### config.mk
export PLATFORM = sky130hd
export DESIGN_NAME = txt_scanout
export DESIGN_NICKNAME = d
export VERILOG_FILES = /design/src/rtl/txt_scan_pkg.sv /design/src/rtl/txt_row_track.sv /design/src/rtl/txt_pix_shift.sv /design/src/rtl/txt_scanout.sv
export SDC_FILE = /design/constraint.sdc
export NUM_CORES = 1
export LEC_CHECK = 0
export BUFFER_PORTS_ARGS = -buffer_cell sky130_fd_sc_hd__buf_2
export CAP_MARGIN = 15
export CORE_MARGIN = 3
export CORE_UTILIZATION = 40
export CTS_CLUSTER_DIAMETER = 30
export CTS_CLUSTER_SIZE = 14
export DETAILED_ROUTE_END_ITERATION = 7
export MAX_ROUTING_LAYER = met4
export PLACE_DENSITY = 0.61
export SLEW_MARGIN = 20
export SYNTH_ARGS = -nofsm -noshare
export SYNTH_HDL_FRONTEND = slang
export SYNTH_SLANG_ARGS = --single-unit
### constraint.sdc
create_clock -name clk -period 2.65 [get_ports clk]
set_clock_uncertainty 0.1 [all_clocks]
set_input_delay 0.265 -clock clk [delete_from_list [all_inputs] [get_ports clk]]
set_output_delay 0.265 -clock clk [all_outputs]
set_load 0.05 [all_outputs]
### src/rtl/txt_scan_pkg.sv
package txt_scan_pkg;

    typedef enum logic [3:0] {
        SYNC_V,
        SYNC_H,
        RD_CHAR,
        DECODE,
        RD_GLYPH,
        EMIT,
        FILL,
        LINE_DONE,
        RETRACE
    } scan_st_e;

    localparam logic [7:0] CODE_CR    = 8'd13;
    localparam logic [7:0] CODE_SPACE = 8'd32;
    localparam int         CELL       = 8;

endpackage

### src/rtl/txt_row_track.sv
module txt_row_track #(
    parameter int TROWS    = 16,
    parameter int BUF_ROWS = 32,
    parameter int LINES    = 256,
    localparam int RW      = $clog2(BUF_ROWS),
    localparam int LW      = $clog2(LINES)
) (
    input  logic          clk,
    input  logic          rst_n,
    input  logic          load_i,
    input  logic [RW-1:0] row_i,
    input  logic [2:0]    fine_i,
    input  logic          adv_i,
    output logic [RW-1:0] trow_o,
    output logic [2:0]    raster_o,
    output logic          text_area_o,
    output logic          last_line_o
);
    localparam int TEXT_LINES = TROWS * 8;

    logic [RW-1:0] trow_q;
    logic [2:0]    raster_q;
    logic [LW-1:0] line_q;

    always_ff @(posedge clk) begin
        if (!rst_n) begin
            trow_q   <= '0;
            raster_q <= '0;
            line_q   <= '0;
        end else if (load_i) begin
            trow_q   <= row_i;
            raster_q <= fine_i;
            line_q   <= '0;
        end else if (adv_i) begin
            line_q <= line_q + 1'b1;
            if (raster_q == 3'd7) begin
                raster_q <= 3'd0;
                trow_q   <= trow_q + 1'b1;
            end else begin
                raster_q <= raster_q + 3'd1;
            end
        end
    end

    assign trow_o      = trow_q;
    assign raster_o    = raster_q;
    assign text_area_o = {1'b0, line_q} < (LW+1)'(TEXT_LINES);
    assign last_line_o = line_q == LW'(LINES - 1);

    // raster index steps by one inside a text row
    p_raster_step_r3: assert property (@(posedge clk) disable iff (!rst_n)
        (adv_i && !load_i && raster_q != 3'd7) |=>
            (raster_q == $past(raster_q) + 3'd1) && $stable(trow_q));

    // leaving raster 7 moves to the next text row, modulo the buffer
    p_row_wrap_r11: assert property (@(posedge clk) disable iff (!rst_n)
        (adv_i && !load_i && raster_q == 3'd7) |=>
            (raster_q == 3'd0) && (trow_q == RW'($past(trow_q) + 1'b1)));

endmodule

### src/rtl/txt_pix_shift.sv
module txt_pix_shift #(
    parameter int LINE_PIX = 256,
    localparam int PW      = $clog2(LINE_PIX)
) (
    input  logic          clk,
    input  logic          rst_n,
    input  logic          clr_i,
    input  logic          load_i,
    input  logic [7:0]    load_val_i,
    input  logic          shift_i,
    input  logic          dot_i,
    output logic          msb_o,
    output logic [PW-1:0] px_o,
    output logic          cell_end_o,
    output logic          line_end_o
);
    logic [7:0]    sh_q;
    logic [PW-1:0] px_q;

    always_ff @(posedge clk) begin
        if (!rst_n) begin
            sh_q <= '0;
        end else if (load_i) begin
            sh_q <= load_val_i;
        end else if (shift_i) begin
            sh_q <= {sh_q[6:0], 1'b0};
        end
    end

    always_ff @(posedge clk) begin
        if (!rst_n || clr_i) begin
            px_q <= '0;
        end else if (dot_i) begin
            px_q <= px_q + 1'b1;
        end
    end

    assign msb_o      = sh_q[7];
    assign px_o       = px_q;
    assign cell_end_o = px_q[2:0] == 3'd7;
    assign line_end_o = px_q == PW'(LINE_PIX - 1);

    // a shift moves the next glyph bit into the output position
    p_shift_order_r4: assert property (@(posedge clk) disable iff (!rst_n)
        (shift_i && !load_i) |=> sh_q[7] == $past(sh_q[6]));

endmodule

### src/rtl/txt_scanout.sv
module txt_scanout
    import txt_scan_pkg::*;
#(
    parameter int COLS      = 32,
    parameter int TROWS     = 16,
    parameter int LINES     = 256,
    parameter int BUF_ROWS  = 32,
    parameter int VS_LEN    = 4,
    parameter int PORCH_CYC = 1800,
    localparam int RW       = $clog2(BUF_ROWS),
    localparam int CW       = $clog2(COLS),
    localparam int AW       = RW + CW,
    localparam int LINE_PIX = COLS * CELL,
    localparam int PW       = $clog2(LINE_PIX),
    localparam int LW       = $clog2(LINES),
    localparam int GAW      = 8 + 3,
    localparam int TMAX     = (VS_LEN > PORCH_CYC) ? VS_LEN : PORCH_CYC,
    localparam int TW       = $clog2(TMAX + 1)
) (
    input  logic           clk,
    input  logic           rst_n,
    input  logic [RW-1:0]  scroll_row_i,
    input  logic [2:0]     scroll_fine_i,
    output logic           buf_rd_o,
    output logic [AW-1:0]  buf_addr_o,
    input  logic [7:0]     buf_data_i,
    output logic           glyph_rd_o,
    output logic [GAW-1:0] glyph_addr_o,
    input  logic [7:0]     glyph_data_i,
    output logic           pix_o,
    output logic           dot_o,
    output logic           hsync_o,
    output logic           vsync_o
);
    scan_st_e state_q, nxt;
    logic [TW-1:0] tcnt_q;
    logic [RW-1:0] trow;
    logic [2:0]    raster;
    logic          text_area, last_line;
    logic          sh_msb, cell_end, line_end;
    logic [PW-1:0] px;
    logic          is_cr, is_space;
    logic          sh_load;
    logic [7:0]    sh_val;

    assign is_cr    = buf_data_i == CODE_CR;
    assign is_space = buf_data_i == CODE_SPACE;

    txt_row_track #(.TROWS(TROWS), .BUF_ROWS(BUF_ROWS), .LINES(LINES)) u_rows (
        .clk         (clk),
        .rst_n       (rst_n),
        .load_i      (state_q == SYNC_V),
        .row_i       (scroll_row_i),
        .fine_i      (scroll_fine_i),
        .adv_i       (state_q == LINE_DONE),
        .trow_o      (trow),
        .raster_o    (raster),
        .text_area_o (text_area),
        .last_line_o (last_line)
    );

    assign sh_load = (state_q == RD_GLYPH) || (state_q == DECODE && is_space);
    assign sh_val  = (state_q == RD_GLYPH) ? glyph_data_i : 8'h00;

    txt_pix_shift #(.LINE_PIX(LINE_PIX)) u_shift (
        .clk        (clk),
        .rst_n      (rst_n),
        .clr_i      (state_q == SYNC_H),
        .load_i     (sh_load),
        .load_val_i (sh_val),
        .shift_i    (state_q == EMIT),
        .dot_i      (dot_o),
        .msb_o      (sh_msb),
        .px_o       (px),
        .cell_end_o (cell_end),
        .line_end_o (line_end)
    );

    // State register and phase timer
    always_ff @(posedge clk) begin
        if (!rst_n) begin
            state_q <= SYNC_V;
            tcnt_q  <= '0;
        end else begin
            state_q <= nxt;
            tcnt_q  <= (nxt != state_q) ? '0 : tcnt_q + 1'b1;
        end
    end

    // Next-state logic
    always_comb begin
        nxt = state_q;
        unique case (state_q)
            SYNC_V:    if (tcnt_q == TW'(VS_LEN - 1)) nxt = SYNC_H;
            SYNC_H:    nxt = text_area ? RD_CHAR : FILL;
            RD_CHAR:   nxt = DECODE;
            DECODE:    nxt = is_cr ? FILL : (is_space ? EMIT : RD_GLYPH);
            RD_GLYPH:  nxt = EMIT;
            EMIT:      if (cell_end) nxt = line_end ? LINE_DONE : RD_CHAR;
            FILL:      if (line_end) nxt = LINE_DONE;
            LINE_DONE: nxt = last_line ? RETRACE : SYNC_H;
            RETRACE:   if (tcnt_q == TW'(PORCH_CYC - 1)) nxt = SYNC_V;
            default:   nxt = SYNC_V;
        endcase
    end

    // Outputs decoded from the state
    always_comb begin
        vsync_o      = state_q == SYNC_V;
        hsync_o      = state_q == SYNC_H;
        dot_o        = (state_q == EMIT) || (state_q == FILL);
        pix_o        = (state_q == EMIT) && sh_msb;
        buf_rd_o     = state_q == RD_CHAR;
        buf_addr_o   = {trow, px[PW-1:3]};
        glyph_rd_o   = (state_q == DECODE) && !is_cr && !is_space;
        glyph_addr_o = {buf_data_i, raster};
    end

    // Checker counters for per-line and per-frame totals
    logic [PW:0] dots_q;
    logic [LW:0] hs_q;

    always_ff @(posedge clk) begin
        if (!rst_n) begin
            dots_q <= '0;
            hs_q   <= '0;
        end else begin
            if (hsync_o)    dots_q <= '0;
            else if (dot_o) dots_q <= dots_q + 1'b1;
            if (vsync_o)      hs_q <= '0;
            else if (hsync_o) hs_q <= hs_q + 1'b1;
        end
    end

    p_dot_no_sync_r2: assert property (@(posedge clk) disable iff (!rst_n)
        dot_o |-> (!hsync_o && !vsync_o));

    p_line_dots_r7: assert property (@(posedge clk) disable iff (!rst_n)
        (state_q == LINE_DONE) |-> (dots_q == (PW+1)'(LINE_PIX)));

    p_frame_lines_r8: assert property (@(posedge clk) disable iff (!rst_n)
        (state_q == RETRACE) |-> (hs_q == (LW+1)'(LINES)));

    p_single_read_r3: assert property (@(posedge clk) disable iff (!rst_n)
        buf_rd_o |=> !buf_rd_o);

    p_tail_quiet_r12: assert property (@(posedge clk) disable iff (!rst_n)
        (hsync_o && !text_area) |=> (dot_o && !pix_o));

endmodule

After elaboration in Yosys (flattened, before gate mapping)
Index checks and enable logic that the tools add are counted.
Cells by class
  add/sub/neg operators: 5
  order comparisons: 1
  equality and inequality tests: 17
  mux-type cells: 19
  bitwise operators: 1
  reductions and logical operators: 17
Operator list (count)
  4-bit one-hot mux with 9 select lines: 1
  8-bit 2-to-1 mux: 3
  4-bit 2-to-1 mux: 5
  8-bit by 1-bit adder with 8-bit output (second input constant): 2
  4-bit by 3-bit == test with 1-bit output (second input constant): 4
  8-bit == test (second input constant): 2
  3-bit 2-to-1 mux: 5
  5-bit 2-to-1 mux: 3
  11-bit by 1-bit adder with 11-bit output (second input constant): 1
  11-bit == test (second input constant): 1
  11-bit by 2-bit == test with 1-bit output (second input constant): 1
  4-bit by 2-bit == test with 1-bit output (second input constant): 2
  8-bit by 4-bit == test with 1-bit output (second input constant): 1
  8-bit by 6-bit == test with 1-bit output (second input constant): 1
  8-bit < comparator (second input constant): 1
  3-bit == test (second input constant): 2
  2-bit nonzero test: 3
  5-bit by 1-bit adder with 5-bit output (second input constant): 1
  4-bit by 1-bit == test with 1-bit output (second input constant): 1
  4-bit == test (second input constant): 1
  1-bit logical AND: 4
  4-bit logical NOT: 1
  4-bit != test: 1
  2-bit OR reduction: 2
  other kinds (7): 11
Word-level totals
  flip-flop bits (word level): 47
  input port bits: 26
  output and inout bits: 27
  logic and storage cells: 67

Logic depth before layout (Yosys ltp)
Gate-level depths: netlist of run 1.
  depth in word-level cells: 6
  depth in mapped cells: 9
  gate-level depth less buffers: 8

Cells and area by module
From an unflattened synthesis of run 1, not the netlist that was laid out.
Unflattened totals
  cell total of the unflattened synthesis: 306
  area, all modules: 2697.6 um^2
By module, submodules not included
  txt_scanout: times used 1, cells each 137, area an instance 1174.9 um^2, sequential area each 300.3 um^2
  txt_row_track: times used 1, cells each 87, area an instance 792.0 um^2, sequential area each 320.3 um^2
  txt_pix_shift: times used 1, cells each 82, area an instance 730.7 um^2, sequential area each 320.3 um^2

Worst setup path before layout of run 1
No wires, ideal clock.
  kind: reg2out
  start: register state_q[1]
  end: output port glyph_rd_o
  data arrival time: 2.038 ns
  required time: 2.285 ns
  slack: 0.247 ns
  cell stages (with the launch flop): 4
  path buffers: 1
  path through: dfxtp_1 -> buf_8 -> nand2_1 -> nor4_1
Between the ends
  word-level cells in the longest chain between the ends: 3
Ends and longest elaborated chain
  from (decl): RTL line txt_scanout.sv:35  | scan_st_e state_q, nxt;
  from (signal assigned): RTL line txt_scanout.sv:85  | state_q <= nxt;
  4-bit by 2-bit == test with 1-bit output: RTL line txt_scanout.sv:115  | glyph_rd_o = (state_q == DECODE) && !is_cr && !is_space;
  1-bit logical AND (2 in a row): RTL line txt_scanout.sv:115
  to (decl): RTL line txt_scanout.sv:27  | output logic glyph_rd_o,
Every way passes these cells.

Final worst setup path of run 1
  start: register state_q[0]
  end: register tcnt_q[1]
Between the ends
  word-level cells in the longest chain between the ends: 4
Ends and longest elaborated chain
  4-bit == test (tied with other cells): RTL line txt_scanout.sv:93  | unique case (state_q)
  4-bit one-hot mux with 9 select lines: RTL line txt_scanout.sv:93
  4-bit != test (*): RTL line txt_scanout.sv:86  | tcnt_q <= (nxt != state_q) ? '0 : tcnt_q + 1'b1;
  2-bit OR reduction (no line) (*)
  to (signal assigned): RTL line txt_scanout.sv:86
  to (decl): RTL line txt_scanout.sv:36  | logic [TW-1:0] tcnt_q;
Every way passes the cells marked *; elsewhere a longest branch is shown, timed or not.
A chain may end at the register's enable or synchronous reset.

==> results of run 1 <==
-- flip-flops by register name, summed over array words and instances, names as in the netlist --
signal and cells:
u_rows.line_q 8, u_shift.sh_q 8, tcnt_q 11, state_q 4
u_rows.raster_o 3, u_shift.px_o 8, u_rows.trow_o 5
-- what timing repair did --
action | 4_1_cts | 5_1_grt
setup endpoints to repair | 0 | 11
hold buffers | 0 | 0
resized for setup | 0 | 1
endpoints found under the hold margin | 0 | 0
-- metrics by stage --
stage	setup TNS [ns]	hold slack (ns)	cells	util	power, mW
after floorplan	0	0.2867	297	-	1.271
final	0	0.1226	420	0.4849	1.830
after detailed placement	-0.5412	0.3723	412	0.4666	1.378
after global routing	0	0.1414	420	0.4849	1.933
after global placement	-0.01491	0.3676	412	0.4666	1.374
after CTS	0	0.1221	420	0.4831	1.845
-- synth_stat cells, types with 7 or more instances --
master,n
dfxtp_1,47
nor2_1,46
nand2_1,26
o21ai_0,18
buf_4,16
xnor2_1,13
xor2_1,13
nor3_2,9
a211oi_1,8
nand3_1,8
ha_1,7
-- metal layers --
| layer | vias to the layer above | GRT usage | wire (microns) |
|---|---|---|---|
| met1 | 1012 | 0.1873 | 2465 |
| li1 | 1113 | - | - |
| met3 | 5 | 0.02882 | 192 |
| met2 | 32 | 0.2376 | 2533 |
| met5 | - | - | 0 |
| met4 | 0 | 0.04748 | 56 |
-- final timing paths --
| check | cells after the start | end | slack [ns] |
|---|---|---|---|
| min reg2reg | 2 | u_rows.line_q[1]$_SDFFE_PP0N_ | 0.38 |
| max reg2reg | 7 | tcnt_q[1]$_SDFF_PP0_ | 0.23 |
| min | 3 | u_rows.raster_o[1]$_SDFFE_PN0P_ | 0.12 |
| max | 7 | tcnt_q[1]$_SDFF_PP0_ | 0.23 |
-- power groups by stage --
stage / Combinational [mW] / Clock (mW) / Sequential [mW]
3_5_place_dp: 0.557 / 0 / 0.821
2_1_floorplan: 0.369 / 0 / 0.902
4_1_cts: 0.559 / 0.482 / 0.805
6_report: 0.563 / 0.463 / 0.805
3_3_place_gp: 0.554 / 0 / 0.820
5_1_grt: 0.607 / 0.509 / 0.816
-- final cells by class --
class | instances | area [sq um]
Multi-Input combinational cell | 218 | 1420
Inverter | 7 | 26.28
Tap cell | 75 | 93.84
Fill cell | 635 | 3122
Timing Repair Buffer | 65 | 357.8
Clock buffer | 8 | 100.1
Sequential cell | 47 | 940.9
-- critical path: cells and delay by family (launching register included) --
family                    cells  cell delay, ns
and+or+nand+nor               4            0.89
DFF                           1            0.51
buffers and inverters         1            0.23
AOI/OAI and AO/OA             1            0.15
xor gates and xnor gates      1            0.41
-- kinds of logic after synthesis --
family | after synthesis
DFF | 47
AOI/OAI and AO/OA | 46
muxes | 3
buffers and inverters | 32
and+or+nand+nor | 135
adders and majority gates | 7
xor gates and xnor gates | 27
==> results.json, run 1 <==
{
  "clock_latency_ns": 0.29,
  "gp_congestion": 0.8075,
  "slew_viol_final": 0,
  "port_buffers": 52,
  "synthTopCellsByArea": "dfxtp_1 (37%), nor2_1 (6.7%), buf_4 (4.7%)",
  "clkTransAtPathRegs_ns": 0.08,
  "yosys_warnings": 0,
  "tightestPinTransition_ns": 0.5711,
  "synthSimpleGateAreaFrac": 0.2908,
  "outcome": "finished, final reports clean",
  "post-cts-setup-buffers": 0,
  "fin_ws_ns": 0.2263,
  "power_frac_seq": 0.440,
  "fin_crit_sh": 0.9146,
  "gr-total-overflow": 0,
  "core-area_sq_um": 6061,
  "grtUsageTotal": 0.1482,
  "routed-via-count": 2162,
  "irDropWorstVdd_mv": 0.2822,
  "dieArea_sq_um": 7396,
  "grt_pass1_vias": 1950,
  "cts_max_level": 2,
  "syn_nets": 330,
  "fin_nets": 377,
  "crit_path_start": "state_q[0]$_SDFF_PN0_",
  "synth_flop_cell": "dfxtp_1",
  "vias_per_cell": 5.148,
  "numCtsBuffers": 5,
  "route.detailed.drc": 0,
  "p_comb_frac": 0.307,
  "avgRoutedWirePerCell_microns": 12.49,
  "grt_pass1_wl_mm": 8.700,
  "cts_tree": "yes",
  "final_layout_size_suffix_gt1_frac": 0.2725,
  "synth-seq-cells": 47,
  "clock_path_buffers": 2,
  "synth_compound_area_frac": 0.1183,
  "synth_top_family_by_area": "simple AND/OR/NAND/NOR gates",
  "cts.root.buffer_cell": "clkbuf_8",
  "maxSlewHeadroom": 0.6169,
  "critPathArrivalTime_ns": 2.49,
  "startpoint_type": "register",
  "place_area_sq_um": 2828,
  "slowest_stage": "or4_1",
  "setup_violations": 0,
  "timing.rr.start": "state_q[0]$_SDFF_PN0_",
  "final_cell_mix": "buf_2 (52), dfxtp_1 (47), nor2_1 (46), nand2_1 (26), o21ai_0 (18)",
  "firstDrtPassIters": 4,
  "drt-total-wl_mm": 5.247,
  "critical_path.max_stage_delay_ns": 0.54,
  "dpl.hpwl_mm": 4.009,
  "syn_area_per_cell_sq_um": 8.619,
  "n_antenna_cell": 0,
  "num_rows": 28,
  "ys_types": 56,
  "synthToLayoutAreaGrowth_pct": 14.81,
  "yosys.area.top_type": "dfxtp_1",
  "ys_seq_area_frac": 0.3675,
  "grt_antenna_before_repair": 0,
  "grt_max_degree": 19,
  "p_per_area_nw_per_um2": 622.8,
  "first_iter_violations": 74,
  "end_kind": "register",
  "cap_violations": 0,
  "holdCritStartpoint": "scroll_fine_i[1]",
  "place_ws_ns": -0.06903,
  "antenna_left": 0,
  "fmax_mhz": 412.6,
  "switching_share": 0.3576,
  "syn_inst": 297,
  "hold_path_class": "in -> reg",
  "period_minus_slack_ns": 2.424,
  "fin_area_sq_um": 2939,
  "synth_async_sr_flop_share": 0,
  "synth-edff-count": 0,
  "hold_viol_final": 0,
  "floorplan.initialDensity": 0.4224,
  "crit_chain": "buf_4 -> nand2_1 -> or4_1 -> o21bai_4 -> or4_4 -> xor2_4 -> nor3b_1",
  "syn_area_sq_um": 2560,
  "synthMuxAreaShare": 0.01173,
  "fp.dieH_microns": 86,
  "die_x_microns": 86,
  "clock-sinks": 47,
  "rsz0062_at_grt": "no",
  "io_pins": 53,
  "synth-xor-area-share": 0.09531,
  "required_ns": 2.72,
  "p_switching_mw": 0.6545,
  "p_clk_frac": 0.253,
  "path_class": "reg -> reg",
  "final_common_cell": "buf_2",
  "synthAdderAreaFrac": 0.03421,
  "synth.top_cell.area_share": 0.3675,
  "worstPathMaxFanout": 11,
  "internal_power_mw": 1.176,
  "leakage_nw": 1.222
}
No activity file was read; power rests on OpenSTA's default activity.
==> inputs of run 2 (changes only) <==
--- a/config.mk
+++ b/config.mk
@@ -7,7 +7,7 @@
 export LEC_CHECK = 0
 export BUFFER_PORTS_ARGS = -buffer_cell sky130_fd_sc_hd__buf_2
 export CAP_MARGIN = 15
-export CORE_MARGIN = 3
+export CORE_MARGIN = 2
 export CORE_UTILIZATION = 40
 export CTS_CLUSTER_DIAMETER = 30
 export CTS_CLUSTER_SIZE = 14
@@ -18,3 +18,4 @@
 export SYNTH_ARGS = -nofsm -noshare
 export SYNTH_HDL_FRONTEND = slang
 export SYNTH_SLANG_ARGS = --single-unit
+export TNS_END_PERCENT = 100
==> results.json, run 2 (synthesized netlist as in run 1, its figures left out) <==
{
  "outcome": "finished, final reports clean",
  "tightestPinTransition_ns": 0.4720,
  "cap_violations": 0,
  "startpoint_type": "register",
  "cts_resized": 0,
  "io_pins": 53,
  "grtUsageTotal": 0.1550,
  "n_antenna_cell": 0,
  "final_common_cell": "buf_2",
  "setup_violations": 0,
  "clock_path_buffers": 2,
  "firstDrtPassIters": 4,
  "required_ns": 2.76,
  "cts.root.buffer_cell": "clkbuf_8",
  "hold_path_class": "in -> reg",
  "fill_cells": 636,
  "path_class": "reg -> reg",
  "post-cts-setup-buffers": 0,
  "gp_congestion": 0.8738,
  "end_kind": "register",
  "fin_area_sq_um": 2938,
  "p_per_area_nw_per_um2": 644.1,
  "worstPathMaxFanout": 11,
  "grt_antenna_before_repair": 0,
  "gr-total-overflow": 0,
  "clock_latency_ns": 0.29,
  "slowest_stage": "dfxtp_1",
  "cp.buffers_inverters": 1,
  "crit_chain": "or4_1 -> nor4_1 -> a311o_1 -> or4_4 -> xor2_2 -> buf_12 -> nor3b_1",
  "floorplan.initialDensity": 0.4078,
  "fmax_mhz": 411.7,
  "met2_length_mm": 2.483,
  "critPathTopFamily": "simple AND/OR/NAND/NOR gates",
  "fin_nets": 376,
  "first_iter_violations": 110,
  "critical_path.max_stage_delay_ns": 0.56,
  "dieArea_sq_um": 7056,
  "num_rows": 29,
  "hold-worst-slack_ns": 0.1398,
  "irDropWorstVdd_mv": 0.3135,
  "final_cell_mix": "buf_2 (52), dfxtp_1 (47), nor2_1 (46), nand2_1 (26), o21ai_0 (18)",
  "top_layer": "met4",
  "largest_register_ffs": 11,
  "regMostFlops": "tcnt_q",
  "rsz0062_at_grt": "no",
  "clock-sinks": 47,
  "avgRoutedWirePerCell_microns": 12.21,
  "leakage_nw": 1.217,
  "place_area_sq_um": 2835,
  "cts_max_level": 2,
  "met3_length_microns": 162,
  "period_minus_slack_ns": 2.429,
  "vias_per_cell": 5.093,
  "synthToLayoutAreaGrowth_pct": 14.76,
  "grt_max_degree": 19,
  "fin_crit_sh": 0.9166,
  "tns_ns": 0,
  "maxSlewHeadroom": 0.6834,
  "die_x_microns": 84,
  "route.detailed.drc": 0,
  "final_layout_size_suffix_gt1_frac": 0.2682,
  "grt_pass1_vias": 2017,
  "slew_viol_final": 0,
  "hold_viol_final": 0,
  "drt-total-wl_mm": 5.130,
  "wl_met1_mm": 2.469,
  "core-area_sq_um": 6277,
  "clkTransAtPathRegs_ns": 0.08,
  "r2r_slack_ns": 0.22,
  "antenna_left": 0,
  "routed-via-count": 2139,
  "cts_tree": "yes",
  "critPathArrivalTime_ns": 2.54,
  "port_buffers": 52,
  "grt_pass1_wl_mm": 8.749,
  "hold_buffers": 0,
  "numCtsBuffers": 5,
  "fp.dieH_microns": 84,
  "dpl.hpwl_mm": 3.856
}
## run 2: changes by cell type in the layout (fill, tap and decap cells not counted), sizes merged
cell / previous run / this run
buf: 65 / 64
bufinv: 0 / 1
clkbuf: 8 / 6
## run 2: final cells by class
type	instances	area (sq um)	share of cell area
clock buffer	6	72.57	0.02470
tap	77	96.34	0.03279
sequential	47	940.9	0.3203
clock inverter	1	30.03	0.01022
timing repair buffer	64	362.8	0.1235
inverter	7	26.28	0.008944
multi-input combinational	218	1409	0.4796
## run 2: metrics by stage
stage / power (mW) / setup WS, ns / util / std cells
finish: 1.892 / 0.2211 / 0.4680 / 420
global route: 2.001 / 0.1174 / 0.4680 / 420
CTS: 1.921 / 0.1981 / 0.4680 / 420
detailed placement: 1.410 / 0.1578 / 0.4517 / 413
global placement: 1.400 / 0.1865 / 0.4517 / 413
floorplan: 1.271 / 0.2466 / - / 297
## run 2: final timing paths
| check | startpoint | endpoint | cells past startpoint |
|---|---|---|---|
| setup / recovery | state_q[0]$_SDFF_PN0_ | tcnt_q[1]$_SDFF_PP0_ | 7 |
| hold / removal | scroll_fine_i[1] | u_rows.raster_o[1]$_SDFFE_PN0P_ | 3 |
| setup reg to reg | state_q[0]$_SDFF_PN0_ | tcnt_q[1]$_SDFF_PP0_ | 7 |
| hold reg to reg | u_rows.line_q[1]$_SDFFE_PP0N_ | u_rows.line_q[1]$_SDFFE_PP0N_ | 2 |
## run 2: tightest hold or removal path: cells and delay by family
| family | cells | cell delay (ns) |
|---|---|---|
| buf+inv | 1 | 0.07 |
| simple gates | 1 | 0.09 |
| compound gates | 1 | 0.07 |
## run 2: per-layer routing
metal / track usage / vias to the layer above
li1: - / 1109
met1: 0.1896 / 996
met2: 0.2604 / 32
met3: 0.03066 / 2
met4: 0.04399 / 0
met5: - / -
## run 2: power by group
part | total, mW | switching [mW] | leakage, nW | internal [mW]
Clock | 0.502 | 0.226 | 0.0513 | 0.277
Sequential | 0.809 | 0.0531 | 0.381 | 0.756
Combinational | 0.581 | 0.380 | 0.784 | 0.201
